==> src/rtl/hbpc_pkg.sv <==
package hbpc_pkg;
    typedef enum logic {
        FLT_STEADY,
        FLT_QUALIFY
    } flt_state_t;

    typedef enum logic [1:0] {
        ARB_IDLE = 2'd0,
        ARB_HIGH = 2'd1,
        ARB_LOW  = 2'd2
    } arb_state_t;

    localparam int CH_LO  = 0;
    localparam int CH_HI  = 1;
    localparam int N_CH   = 2;
endpackage

==> src/rtl/hbpc_sync.sv <==
module hbpc_sync #(
    parameter int W      = 2,
    parameter int STAGES = 2
) (
    input  logic         clk,
    input  logic         rst_n,
    input  logic [W-1:0] d_i,
    output logic [W-1:0] q_o
);
    logic [STAGES-1:0][W-1:0] pipe_q;

    always_ff @(posedge clk or negedge rst_n) begin
        if (!rst_n) pipe_q <= '0;
        else        pipe_q <= {pipe_q[STAGES-2:0], d_i};
    end

    assign q_o = pipe_q[STAGES-1];
endmodule

==> src/rtl/hbpc_deglitch.sv <==
module hbpc_deglitch
    import hbpc_pkg::*;
#(
    parameter int CNT_W = 8
) (
    input  logic             clk,
    input  logic             rst_n,
    input  logic             raw_i,
    input  logic [CNT_W-1:0] width_i,
    output logic             filt_o
);
    flt_state_t       st_q, st_d;
    logic [CNT_W-1:0] cnt_q, cnt_d;
    logic             filt_q, take;

    // next-state decode
    always_comb begin
        st_d  = st_q;
        cnt_d = cnt_q;
        take  = 1'b0;
        unique case (st_q)
            FLT_STEADY: begin
                if (raw_i != filt_q) begin
                    if (width_i == '0) begin
                        take = 1'b1;
                    end else begin
                        st_d  = FLT_QUALIFY;
                        cnt_d = CNT_W'(1);
                    end
                end
            end
            FLT_QUALIFY: begin
                if (raw_i == filt_q) begin
                    st_d  = FLT_STEADY;
                    cnt_d = '0;
                end else if (cnt_q >= width_i) begin
                    take  = 1'b1;
                    st_d  = FLT_STEADY;
                    cnt_d = '0;
                end else begin
                    cnt_d = cnt_q + CNT_W'(1);
                end
            end
            default: begin
                st_d  = FLT_STEADY;
                cnt_d = '0;
            end
        endcase
    end

    // state register
    always_ff @(posedge clk or negedge rst_n) begin
        if (!rst_n) begin
            st_q  <= FLT_STEADY;
            cnt_q <= '0;
        end else begin
            st_q  <= st_d;
            cnt_q <= cnt_d;
        end
    end

    // output register
    always_ff @(posedge clk or negedge rst_n) begin
        if (!rst_n)    filt_q <= 1'b0;
        else if (take) filt_q <= ~filt_q;
    end

    assign filt_o = filt_q;

    // a committed value must be the one the raw input carried
    AST_FILTER_SETTLED: assert property (@(posedge clk) disable iff (!rst_n)
        !$stable(filt_q) |-> (filt_q == $past(raw_i)));

    // with a nonzero width, a commit needs the raw input to disagree on two successive edges
    AST_FILTER_QUALIFIED: assert property (@(posedge clk) disable iff (!rst_n)
        (!$stable(filt_q) && width_i != '0) |-> ($past(raw_i, 2) == filt_q));
endmodule

==> src/rtl/hbpc_arbiter.sv <==
module hbpc_arbiter
    import hbpc_pkg::*;
#(
    parameter int CNT_W = 8
) (
    input  logic             clk,
    input  logic             rst_n,
    input  logic             fh_i,
    input  logic             fl_i,
    input  logic             mode_i,
    input  logic [CNT_W-1:0] novp_i,
    input  logic [CNT_W-1:0] novd_i,
    output logic             hi_o,
    output logic             lo_o
);
    localparam logic [CNT_W-1:0] CNT_MAX = {CNT_W{1'b1}};

    arb_state_t       st_q, st_d;
    logic [CNT_W-1:0] gap_cnt_q, gap_cnt_d;
    logic             last_hi_q, last_lo_q;
    logic             mode_q;
    logic             hi_q, lo_q;

    logic             req_h, req_l;
    logic [CNT_W-1:0] gap_sel;
    logic [CNT_W:0]   idle_plus;
    logic             gap_met;

    assign req_h     = fh_i;
    assign req_l     = mode_q ? ~fh_i : fl_i;
    assign gap_sel   = mode_q ? novd_i : novp_i;
    assign idle_plus = {1'b0, gap_cnt_q} + {{CNT_W{1'b0}}, 1'b1};
    assign gap_met   = idle_plus >= {1'b0, gap_sel};

    // next-state decode
    always_comb begin
        st_d = st_q;
        unique case (st_q)
            ARB_IDLE: begin
                if (req_h && !req_l && (!last_lo_q || gap_met))
                    st_d = ARB_HIGH;
                else if (req_l && !req_h && (!last_hi_q || gap_met))
                    st_d = ARB_LOW;
            end
            ARB_HIGH: begin
                if (!req_h)
                    st_d = (req_l && gap_sel == '0) ? ARB_LOW : ARB_IDLE;
            end
            ARB_LOW: begin
                if (!req_l)
                    st_d = (req_h && gap_sel == '0) ? ARB_HIGH : ARB_IDLE;
            end
            default: st_d = ARB_IDLE;
        endcase
    end

    always_comb begin
        gap_cnt_d = gap_cnt_q;
        if (st_q != ARB_IDLE)        gap_cnt_d = '0;
        else if (gap_cnt_q != CNT_MAX) gap_cnt_d = gap_cnt_q + CNT_W'(1);
    end

    // state register
    always_ff @(posedge clk or negedge rst_n) begin
        if (!rst_n) begin
            st_q      <= ARB_IDLE;
            gap_cnt_q <= '0;
            last_hi_q <= 1'b0;
            last_lo_q <= 1'b0;
            mode_q    <= 1'b0;
        end else begin
            st_q      <= st_d;
            gap_cnt_q <= gap_cnt_d;
            if (st_q == ARB_HIGH) begin
                last_hi_q <= 1'b1;
                last_lo_q <= 1'b0;
            end else if (st_q == ARB_LOW) begin
                last_hi_q <= 1'b0;
                last_lo_q <= 1'b1;
            end
            if (st_q == ARB_IDLE) mode_q <= mode_i;
        end
    end

    // output register
    always_ff @(posedge clk or negedge rst_n) begin
        if (!rst_n) begin
            hi_q <= 1'b0;
            lo_q <= 1'b0;
        end else begin
            hi_q <= (st_d == ARB_HIGH);
            lo_q <= (st_d == ARB_LOW);
        end
    end

    assign hi_o = hi_q;
    assign lo_o = lo_q;

    // observation-only counters for the gap checks
    logic [CNT_W-1:0] chk_idle_q;
    logic             chk_side_hi_q;
    always_ff @(posedge clk or negedge rst_n) begin
        if (!rst_n) begin
            chk_idle_q    <= '0;
            chk_side_hi_q <= 1'b0;
        end else begin
            if (hi_q || lo_q)              chk_idle_q <= '0;
            else if (chk_idle_q != CNT_MAX) chk_idle_q <= chk_idle_q + CNT_W'(1);
            if (hi_q)      chk_side_hi_q <= 1'b1;
            else if (lo_q) chk_side_hi_q <= 1'b0;
        end
    end

    AST_NO_OVERLAP: assert property (@(posedge clk) disable iff (!rst_n)
        !(hi_q && lo_q));

    AST_GAP_BEFORE_LO: assert property (@(posedge clk) disable iff (!rst_n)
        ($rose(lo_q) && chk_side_hi_q && $past(gap_sel) != '0) |-> (chk_idle_q >= $past(gap_sel)));

    AST_GAP_BEFORE_HI: assert property (@(posedge clk) disable iff (!rst_n)
        ($rose(hi_q) && !chk_side_hi_q && $past(lo_q, 2) && $past(gap_sel) != '0)
            |-> (chk_idle_q >= $past(gap_sel)));

    AST_BOTH_REQ_OFF: assert property (@(posedge clk) disable iff (!rst_n)
        (!mode_q && fh_i && fl_i && !hi_q && !lo_q) |=> (!hi_q && !lo_q));

    AST_LOCAL_LOW_FOLLOWS: assert property (@(posedge clk) disable iff (!rst_n)
        ($rose(lo_q) && $past(mode_q)) |-> $past(!fh_i));

    AST_MODE_FROZEN: assert property (@(posedge clk) disable iff (!rst_n)
        !$stable(mode_q) |-> $past(!hi_q && !lo_q));
endmodule

==> src/rtl/hb_pwm_conditioner.sv <==
module hb_pwm_conditioner
    import hbpc_pkg::*;
#(
    parameter int CNT_W       = 8,
    parameter int SYNC_STAGES = 2
) (
    input  logic             clk,
    input  logic             rst_n,
    input  logic             pwm_hi_in,
    input  logic             pwm_lo_in,
    input  logic             single_in_mode,
    input  logic [CNT_W-1:0] glitch_cyc,
    input  logic [CNT_W-1:0] novp_cyc,
    input  logic [CNT_W-1:0] novd_cyc,
    output logic             gate_hi_cmd,
    output logic             gate_lo_cmd
);
    logic [N_CH-1:0] raw_in, raw_sync, filt;

    assign raw_in[CH_HI] = pwm_hi_in;
    assign raw_in[CH_LO] = pwm_lo_in;

    hbpc_sync #(.W(N_CH), .STAGES(SYNC_STAGES)) u_sync (
        .clk   (clk),
        .rst_n (rst_n),
        .d_i   (raw_in),
        .q_o   (raw_sync)
    );

    for (genvar ch = 0; ch < N_CH; ch++) begin : g_flt
        hbpc_deglitch #(.CNT_W(CNT_W)) u_flt (
            .clk     (clk),
            .rst_n   (rst_n),
            .raw_i   (raw_sync[ch]),
            .width_i (glitch_cyc),
            .filt_o  (filt[ch])
        );
    end

    hbpc_arbiter #(.CNT_W(CNT_W)) u_arb (
        .clk    (clk),
        .rst_n  (rst_n),
        .fh_i   (filt[CH_HI]),
        .fl_i   (filt[CH_LO]),
        .mode_i (single_in_mode),
        .novp_i (novp_cyc),
        .novd_i (novd_cyc),
        .hi_o   (gate_hi_cmd),
        .lo_o   (gate_lo_cmd)
    );

    AST_OUT_LOW_AFTER_RESET: assert property (@(posedge clk)
        $rose(rst_n) |-> (!gate_hi_cmd && !gate_lo_cmd));
endmodule

==> config.mk <==
export PLATFORM = sky130hd
export DESIGN_NAME = hb_pwm_conditioner
export DESIGN_NICKNAME = d
export VERILOG_FILES = /design/src/rtl/hbpc_pkg.sv /design/src/rtl/hbpc_sync.sv /design/src/rtl/hbpc_deglitch.sv /design/src/rtl/hbpc_arbiter.sv /design/src/rtl/hb_pwm_conditioner.sv
export SDC_FILE = /design/constraint.sdc
export NUM_CORES = 1
export LEC_CHECK = 0
export BUFFER_PORTS_ARGS = -buffer_cell sky130_fd_sc_hd__clkbuf_2
export CELL_PAD_IN_SITES_DETAIL_PLACEMENT = 1
export CELL_PAD_IN_SITES_GLOBAL_PLACEMENT = 1
export CORE_MARGIN = 1.5
export CORE_UTILIZATION = 40
export DETAILED_ROUTE_END_ITERATION = 8
export GPL_ROUTABILITY_DRIVEN = 0
export PLACE_DENSITY_LB_ADDON = 0.1
export SYNTH_ARGS = -nofsm -noshare
export SYNTH_HDL_FRONTEND = slang
export SYNTH_SLANG_ARGS = --single-unit
export TNS_END_PERCENT = 100
==> constraint.sdc <==
create_clock -name clk -period 5.3 [get_ports clk]
set_clock_uncertainty 0.2 [all_clocks]
set_input_delay 1.06 -clock clk [delete_from_list [all_inputs] [get_ports clk]]
set_output_delay 1.06 -clock clk [all_outputs]
set_load 0.005 [all_outputs]
* Yosys cells after proc, flatten, opt, wreduce, memory -nomap -nowiden
Cells that the tools add are included.
** Storage, ports and cells
- Flip-flop bits (word level) :: 39
- Bits of input ports :: 29
- Output and inout port bits :: 2
- Logic and storage cells :: 101
** Operators by class
- $add $sub $neg :: 4
- $lt $le $gt $ge :: 3
- Eq/ne operators :: 13
- Muxes and demuxes :: 42
- Bitwise operators :: 4
- Reductions and logical operators :: 20
** Operators by type and width (number)
- 8-bit 2-to-1 mux :: 10
- 8-bit one-hot mux with 2 select lines :: 2
- 8-bit by 1-bit adder with 8-bit output, second input constant :: 3
- 1-bit 2-to-1 mux :: 20
- 8-bit greater-or-equal comparator :: 2
- 8-bit zero test :: 2
- 2-bit 2-to-1 mux :: 5
- 8-bit by 1-bit adder with 9-bit output, second input constant :: 1
- 9-bit by 8-bit greater-or-equal comparator with 1-bit output :: 1
- 8-bit inequality test, second input constant :: 1
- 1-bit one-hot mux with 2 select lines :: 4
- 1-bit logical AND :: 6
- 2-bit one-hot mux with 3 select lines :: 1
- 2-bit nonzero test :: 3
- 2-bit by 1-bit == test with 1-bit output, second input constant :: 2
- 2-bit == test, second input constant :: 2
- 1-bit zero test :: 4
- 2-bit by 1-bit inequality test with 1-bit output, second input constant :: 2
- 2-bit inequality test, second input constant :: 2
- 1-bit NOT :: 4
- 2-bit AND reduction :: 2
- 1-bit == test :: 2
- 2-bit zero test :: 1
- 1-bit logical OR :: 2
- 1-bit inequality test :: 2

* Logic depth before layout (Yosys ltp)
Gate-level depths: netlist of the first run.
- Depth after elaboration :: 8
- Depth in mapped cells :: 11
- Gate-level depth less buffers :: 11

* By module
From an unflattened synthesis of the first run, not the netlist that was laid out.
** Second synthesis, totals
- Cell total of the unflattened synthesis :: 288
- Area, all modules :: 2832.7 sq um
** By module, submodules not included
- hbpc_deglitch :: instances 2, cells each 79, area an instance 755.7 sq um, seq. area each 250.2 sq um
- hbpc_arbiter :: instances 1, cells each 124, area an instance 1206.2 sq um, seq. area each 375.4 sq um
- hbpc_sync :: instances 1, cells each 6, area an instance 115.1 sq um, seq. area each 100.1 sq um

* Least setup slack after synthesis of the first run
No wires, ideal clock.
- Path kind :: in2reg
- Start point :: input novd_cyc[0]
- End point :: register u_arb.lo_q (netlist: u_arb.lo_o)
- Setup time :: 121 ps
- Data arrival time :: 2503 ps
- Required time :: 4979 ps
- Setup slack :: 2476 ps
- Cell stages on the path :: 8
- Buffers on the path :: 0
- Cell sequence :: mux2_2 -> ha_1 -> nand2b_1 -> nand3_1 -> a211o_1 -> a41oi_1 -> a22oi_2 -> and4b_1
** On the way
- Word-level cells in the longest chain between the ends :: 8
- Elaborated cells on any way between the ends :: 17
- Those cells by class :: order compare: 1; eq/ne: 1; mux: 8; reduce/logical: 7
** Ends and longest elaborated chain
- from (decl) :: RTL line hb_pwm_conditioner.sv:14 : input logic [CNT_W-1:0] novd_cyc,
- 8-bit 2-to-1 mux * :: RTL line hbpc_arbiter.sv:31 : assign gap_sel = mode_q ? novd_i : novp_i;
- 9-bit by 8-bit greater-or-equal comparator with 1-bit output :: RTL line hbpc_arbiter.sv:33 : assign gap_met = idle_plus >= {1'b0, gap_sel};
- 1-bit logical OR :: RTL line hbpc_arbiter.sv:42 : else if (req_l && !req_h && (!last_hi_q || gap_met))
- 1-bit logical AND :: RTL line hbpc_arbiter.sv:42
- 2-bit 2-to-1 mux :: RTL line hbpc_arbiter.sv:42
- 2-bit 2-to-1 mux :: RTL line hbpc_arbiter.sv:40 : if (req_h && !req_l && (!last_lo_q || gap_met))
- 2-bit one-hot mux with 3 select lines * :: RTL line hbpc_arbiter.sv:38 : unique case (st_q)
- 2-bit == test * :: RTL line hbpc_arbiter.sv:92 : lo_q <= (st_d == ARB_LOW);
- to (signal assigned) :: RTL line hbpc_arbiter.sv:92
- to (decl) :: RTL line hbpc_arbiter.sv:22 : logic hi_q, lo_q;
Mark *: on every way between the ends. The rest lies on a longest branch, timed or not.
A chain may end at the register's enable or synchronous reset.

* Final worst setup path of the first run
- Start point :: input glitch_cyc[5]
- End point :: register g_flt[0].u_flt.cnt_q[2]
** On the way
- Word-level cells in the longest chain between the ends :: 4
- Elaborated cells on any way between the ends :: 7
- Those cells by class :: order compare: 1; eq/ne: 1; mux: 3; reduce/logical: 2
** Ends and longest elaborated chain
- from (decl) :: RTL line hb_pwm_conditioner.sv:12 : input logic [CNT_W-1:0] glitch_cyc,
- 8-bit greater-or-equal comparator :: RTL line hbpc_deglitch.sv:36 : end else if (cnt_q >= width_i) begin
- 8-bit 2-to-1 mux :: RTL line hbpc_deglitch.sv:36
- 8-bit 2-to-1 mux :: RTL line hbpc_deglitch.sv:33 : if (raw_i == filt_q) begin
- 8-bit one-hot mux with 2 select lines :: RTL line hbpc_deglitch.sv:21 : unique case (st_q)
- to (signal assigned) :: RTL line hbpc_deglitch.sv:58 : cnt_q <= cnt_d;
- to (decl) :: RTL line hbpc_deglitch.sv:13 : logic [CNT_W-1:0] cnt_q, cnt_d;
Several ways; a longest one is shown, not always the timed one.

==> impl_metrics.tcl, run 1 <==
set metrics [dict create \
    status "finished, final reports clean" \
    die_area_um2 7155 \
    post-dp-hpwl_um 4724 \
    nNetsFinal 365 \
    clock_power_share_pct 17.8 \
    switchingPower_mw 0.5041 \
    viasPerCell 5.491 \
    worst_slack_ns 2.137 \
    synth.yosys.seq_area_share_pct 36.65 \
    cts_sinks 39 \
    combinationalPowerShare_pct 45.7 \
    synth.ff_latch_count 39 \
    area_delta_synth_final_pct 12.08 \
    grt_antenna_before_repair 0 \
    drc 0 \
    tightestPinTransition_ns 1.046 \
    crit_buf_inv 2 \
    critPathRequiredTime_ns 5.32 \
    synthArstFlopShare_pct 100.0 \
    grt_pass1_vias 2289 \
    arrival_ns 3.18 \
    utilization_pct 46.73 \
    cp-end-kind "flop" \
    die_y_um 84.59 \
    syn-cell-area_um2 2663 \
    synthDistinctLibCells 50 \
    num_vias 2103 \
    synth_top_area_share_pct 36.65 \
    cts_resized 0 \
    path_clk_slew_ns 0.07 \
    place_area_um2 2884 \
    track_usage_pct 18.39 \
    slowest_delay_ns 0.95 \
    clock_latency_ns 0.30 \
    synth_area_leader_cell "dfrtp_1" \
    start_kind "input pin" \
    ir_drop_mv 0.2163 \
    crit_family "compound AO/OA/AOI/OAI gates" \
    crit_path_cell_trace "clkbuf_2 > inv_1 > ha_1 > a211oi_1 > nand2_1 > o41ai_2 > a21oi_1 > mux2i_1" \
    ioPinCount 31 \
    clockRootBuffer "clkbuf_8" \
    drv_slew 0 \
    synth_edf_count 0 \
    synthCells 272 \
    dr.pass1.iters 4 \
    finalCritPeriodShare_pct 59.68 \
    grt_start_max_net_pins 40 \
    final_area_um2 2984 \
    clk_path_buf_depth 2 \
    p_leak_nw 1.501 \
    dp_slack_ns 1.804 \
    drt-total-wl_um 6015 \
    cts_buffers 5 \
    critical_path_class "in -> reg" \
    final_antenna_net_count 0 \
    slowest_stage "o41ai_2" \
    powerDensity_nw_per_um2 420.7 \
    port_buffers 30 \
    avgSynthCellArea_um2 9.789 \
    rsz0062_at_grt "no" \
    die_w_um 84.59 \
    internal-power_mw 0.7514 \
    post_drt_wl_per_cell_um 15.70 \
    clock.fmax_mhz 316.2 \
    p_total_mw 1.256 \
    ctsHtreeMaxLevel 2 \
    start_util_pct 41.69 \
    hold_class "reg -> reg" \
    ys_warn_count 0 \
    swShare_pct 40.15 \
    ys.flop_type "dfrtp_1" \
    fin_tns_setup_ns 0 \
    setup-violations-final 0 \
    relSlewSlack_pct 29.52 \
    drive_gt1_share_pct 16.67 \
    coreArea_um2 6386 \
    critPathMaxFanout 12 \
    grt_pass1_wl_um 10600 \
    num_rows 29 \
    p_seq_share_pct 36.4 \
    min_period_ns 3.163 \
    drv_cap 0 \
    holdBufCountCts 0 \
    first_iter_violations 40 \
    finalHoldViolations 0 \
    cts_setup_buffers 0 \
    synth.area.top_cells "dfrtp_1 37%, ha_1 15%, a22o_1 4.6%, mux2i_1 3.4%, nand2_1 3.4%" \
    cts_tree "done" \
    diodes 0 \
    synth_nets 332 \
    grt-ovfl-total 0 \
]
==> power by group through the flow <==
stage	clock network (mW)	registers, mW	logic [mW]
after global routing	0.248	0.473	0.659
final	0.224	0.457	0.574
after floorplan	0	0.419	0.485
after detailed placement	0	0.464	0.581
after CTS	0.238	0.459	0.585
after global placement	0	0.463	0.558
==> placed cells by master, fill, tap and decap left out, types with 5 or more instances in the layout <==
cell / count
nand3_1: 14
nor2_1: 16
xor2_1: 8
clkbuf_2: 30
a21oi_1: 11
inv_1: 17
a211oi_1: 5
nand2_1: 24
o21ai_0: 12
mux2i_1: 9
o21a_1: 6
xnor2_1: 5
ha_1: 31
dfrtp_1: 39
clkbuf_8: 7
a21o_1: 6
a22o_1: 14
==> flip-flops by register name, summed over array words and instances, names as in the netlist, 2 cells and up <==
signal,flops
g_flt.u_flt.filt_o,2
u_sync.pipe_q,2
g_flt.u_flt.st_q,2
g_flt.u_flt.cnt_q,16
u_arb.st_q,2
u_arb.gap_cnt_q,8
u_sync.q_o,2
==> stage by stage <==
step / hold slack (ns) / instances
final: 0.1492 / 383
after global routing: 0.1637 / 383
after CTS: 0.1530 / 383
after detailed placement: 0.1356 / 375
after global placement: 0.1353 / 375
after floorplan: 0.1312 / 272
==> worst paths after layout <==
kind | from | to | slack, ns | cells past startpoint
min in group asynchronous | rst_n | g_flt[1].u_flt.cnt_q[5] | 0.72 | 1
worst max-delay path | glitch_cyc[5] | g_flt[0].u_flt.cnt_q[2] | 2.14 | 8
worst max register to register | u_arb.gap_cnt_q[0] | u_arb.lo_o | 2.36 | 10
max in group asynchronous | rst_n | g_flt[1].u_flt.cnt_q[0] | 3.56 | 1
worst min register to register | u_sync.pipe_q[0] | u_sync.q_o[0] | 0.15 | 0
worst min-delay path | u_sync.pipe_q[0] | u_sync.q_o[0] | 0.15 | 0
==> cells by family (layout without fill, tap and decap cells) <==
group | count (synthesis) | count (layout) | synth area share, %
flops | 39 | 39 | 36.65
compound gates | 75 | 75 | 20.49
xor+xnor | 13 | 13 | 4.276
simple gates | 79 | 79 | 15.32
buf+inv | 22 | 56 | 3.618
mux | 13 | 13 | 5.075
fa+ha+maj | 31 | 31 | 14.57
==> per-layer routing <==
layer / wire length (um) / track usage [%] / part of all wire, %
met5: 0 / 0 / 0
met4: 82 / 6.012 / 1.4
met3: 189 / 3.048 / 3.1
met2: 2861 / 31.60 / 48
met1: 2880 / 23.53 / 48
==> layout make-up <==
| class | instances | area, um^2 |
|---|---|---|
| Fill cell | 732 | 3402 |
| Sequential cell | 39 | 975.9 |
| Multi-Input combinational cell | 211 | 1590 |
| Inverter | 17 | 63.81 |
| Clock buffer | 8 | 100.1 |
| Tap cell | 77 | 96.34 |
| Timing Repair Buffer | 31 | 157.7 |
==> synthesized netlist by cell type, drive strengths merged (3+ instances only) <==
| cell type | count |
|---|---|
| xnor2 | 5 |
| ha | 31 |
| mux2 | 4 |
| nand2b | 3 |
| nor2 | 16 |
| a22o | 14 |
| mux2i | 9 |
| nand2 | 24 |
| dfrtp | 39 |
| inv | 17 |
| a21o | 6 |
| o21ai | 12 |
| nor4 | 4 |
| nand3 | 14 |
| o21a | 6 |
| a211oi | 5 |
| nor2b | 3 |
| a21oi | 12 |
| xor2 | 8 |
| buf | 4 |
Note: power is estimated with default switching activity, not from simulation.
==> run 2, diff against run 1 <==
ABC_AREA = 1   (was unset)
CORE_UTILIZATION = 39   (was 40)
clock period = 2.8 ns   (was 5.3 ns; I/O delays follow)
==> impl_metrics.tcl, run 2 <==
set metrics [dict create \
    status "finished, final reports clean" \
    final_antenna_net_count 0 \
    drive_gt1_share_pct 18.58 \
    synth.ff_latch_count 39 \
    die_w_um 84.65 \
    syn-cell-area_um2 2600 \
    synth_compound_area_share_pct 10.01 \
    layout.cells.non_filler 443 \
    ff2ff_path_depth 21 \
    clock.fmax_mhz 381.0 \
    largest_reg_flops 16 \
    synthArstFlopShare_pct 100.0 \
    start_kind "flop" \
    synth_fa_ha_area_share_pct 14.92 \
    drc 0 \
    area_delta_synth_final_pct 16.89 \
    synth.area.top_cells "dfrtp_1 38%, ha_1 15%, nand2_1 10%, inv_1 7.8%, nor2_1 4.8%" \
    grt_antenna_before_repair 0 \
    synth_xor_area_share_pct 5.053 \
    synth_top_family_by_area "simple AND/OR/NAND/NOR gates" \
    drv_slew 0 \
    grt-ovfl-total 0 \
    cts_buffers 5 \
    cp-end-kind "flop" \
    die_area_um2 7166 \
    port_buffers 30 \
    drv_cap 0 \
    finalHoldViolations 0 \
    slowest_stage "dfrtp_1" \
    worst_slack_ns 0.1756 \
    worstReg2RegEnd "u_arb.lo_o" \
    p_total_mw 2.196 \
    ys.flop_type "dfrtp_1" \
    viasPerCell 4.878 \
    yosys-mux-area-fraction_pct 2.695 \
    drt-total-wl_um 5646 \
    fillers 800 \
    final_area_um2 3039 \
    grt_pass1_vias 2323 \
    grt_pass1_wl_um 10090 \
    dr.pass1.iters 4 \
    path_clk_slew_ns 0.08 \
    coreArea_um2 6386 \
    die_y_um 84.65 \
    place_area_um2 2848 \
    track_usage_pct 17.46 \
    ys_warn_count 0 \
    synth_area_leader_cell "dfrtp_1" \
    synth_edf_count 0 \
    p_leak_nw 1.595 \
    avgSynthCellArea_um2 8.000 \
    hold_class "in -> async" \
    tightestPinTransition_ns 0.5106 \
    crit_path_cell_trace "ha_2 > nand2_2 > nor2_4 > xor2_2 > inv_1 > ha_4 > nand2_1 > nor2_1 > nand2_1 > nand3_1 > nand2_1 > nand2_1 > nand2_1 > nand3_1 > nand2_1 > nand2_1 > nand2_1 > nand2_1 > nand2_2 > buf_4 > nor2_2" \
    nNetsFinal 426 \
    fin_tns_setup_ns 0 \
    r2r-start "u_arb.gap_cnt_q[0]" \
    diodes 0 \
    utilization_pct 47.59 \
    most-common-layout-cells "64 x nand2_1, 51 x inv_1, 39 x dfrtp_1" \
    synth_most_common_cell "nand2_1" \
    min_period_ns 2.624 \
    clockRootBuffer "clkbuf_8" \
    ys_top_cells_by_count "70 x nand2_1, 54 x inv_1, 39 x dfrtp_1, 33 x nor2_1, 31 x ha_1" \
    reg_top3 "g_flt.u_flt.cnt_q: 16 flops, u_arb.gap_cnt_q: 8 flops" \
    ctsHtreeMaxLevel 2 \
    dp_slack_ns 0.1568 \
    clock_latency_ns 0.28 \
    post-dp-hpwl_um 4651 \
    cts_sinks 39 \
    setup-violations-final 0 \
    slowest_delay_ns 0.41 \
    first_iter_violations 52 \
    synth-simple-area-share_pct 21.03 \
    num_rows 29 \
    critical_path_class "reg -> reg" \
    whs_ns 0.02474 \
    largest_register "g_flt.u_flt.cnt_q" \
    synthCells 325 \
    grt_start_max_net_pins 20 \
    final_common_cell "nand2_1" \
    cts_tree "done" \
    ir_drop_mv 0.3769 \
    finalCritPeriodShare_pct 93.73 \
    ioPinCount 31 \
    arrival_ns 2.65 \
    clk_path_buf_depth 2 \
    critPathMaxFanout 4 \
    post_drt_wl_per_cell_um 12.74 \
    r2r_slack_ns 0.18 \
    start_util_pct 40.71 \
    crit_top_cell "nand2_1" \
    num_vias 2161 \
    holdBufCountCts 0 \
    synthDistinctLibCells 27 \
    synth.yosys.seq_area_share_pct 37.54 \
    place_inst 433 \
    synth_nets 385 \
    synth_top_area_share_pct 37.54 \
    relSlewSlack_pct 65.96 \
    powerDensity_nw_per_um2 722.6 \
    critPathRequiredTime_ns 2.82 \
]
-- run 2: cell count changes after synthesis, sizes merged, moves of 4 or more --
cell	change
inv	+38
nand2	+47
o21a	-4
a211oi	-5
nor2	+17
mux2	-4
a22o	-14
a21o	-6
o21ai	+10
o22ai	+4
nor4	-4
-- run 2: timing repair --
action                                  CTS  global route
gates resized for setup                   0            22
endpoints found under the hold margin     0             0
endpoints found under the setup margin    0             4
buffers inserted                          0             3
-- run 2: layout make-up --
class	count	area, um^2	share of cell area [%]
well taps	77	96.34	3.170
repair buffers	36	198.9	6.546
inverters	55	206.4	6.793
clock inverters	1	5.005	0.1647
flip-flops and latches	39	975.9	32.11
multi-input cells	229	1474	48.50
clock buffers	6	82.58	2.717
-- run 2: cell families (layout without fill, tap and decap cells) --
kind of cell / count (synthesis) / count (layout)
compound gates: 46 / 46
xor+xnor: 15 / 15
fa+ha+maj: 31 / 31
buf+inv: 57 / 98
flops: 39 / 39
mux: 7 / 7
simple gates: 130 / 130
-- run 2: routing by layer --
| layer | GRT usage [%] | up-vias | wire length [um] | part of all wire [%] |
|---|---|---|---|---|
| met4 | 5.572 | 0 | 67 | 1.2 |
| met2 | 31.39 | 32 | 2752 | 49 |
| met3 | 3.147 | 4 | 163 | 2.9 |
| met1 | 21.07 | 1004 | 2663 | 47 |
| met5 | 0 | - | 0 | 0 |
| li1 | - | 1121 | - | - |
-- run 2: worst max-delay path: cells and delay by family, from the launching register on --
kind	cells	cell delay, ns
adders and majority gates	2	0.49
DFF	1	0.41
and+or+nand+nor	16	1.07
xor gates and xnor gates	1	0.17
buffers and inverters	2	0.22
-- run 2: report_power, final --
group | internal, mW | switching [mW]
clock network | 0.193 | 0.193
registers | 0.696 | 0.107
logic | 0.405 | 0.601
total | 1.30 | 0.901
-- run 2: worst max path at each step --
| stage | startpoint | end | slack (ns) | cells after the start |
|---|---|---|---|---|
| after CTS | u_arb.gap_cnt_q[0] | u_arb.lo_o | 0.13 | 20 |
| final | u_arb.gap_cnt_q[0] | u_arb.lo_o | 0.18 | 21 |
| after global placement | u_arb.gap_cnt_q[0] | u_arb.lo_o | 0.19 | 20 |
| after detailed placement | u_arb.gap_cnt_q[0] | u_arb.lo_o | 0.16 | 20 |
| after global routing | u_arb.gap_cnt_q[0] | u_arb.lo_o | -0.03 | 21 |
| after floorplan | u_arb.gap_cnt_q[0] | u_arb.hi_o | 0.43 | 21 |
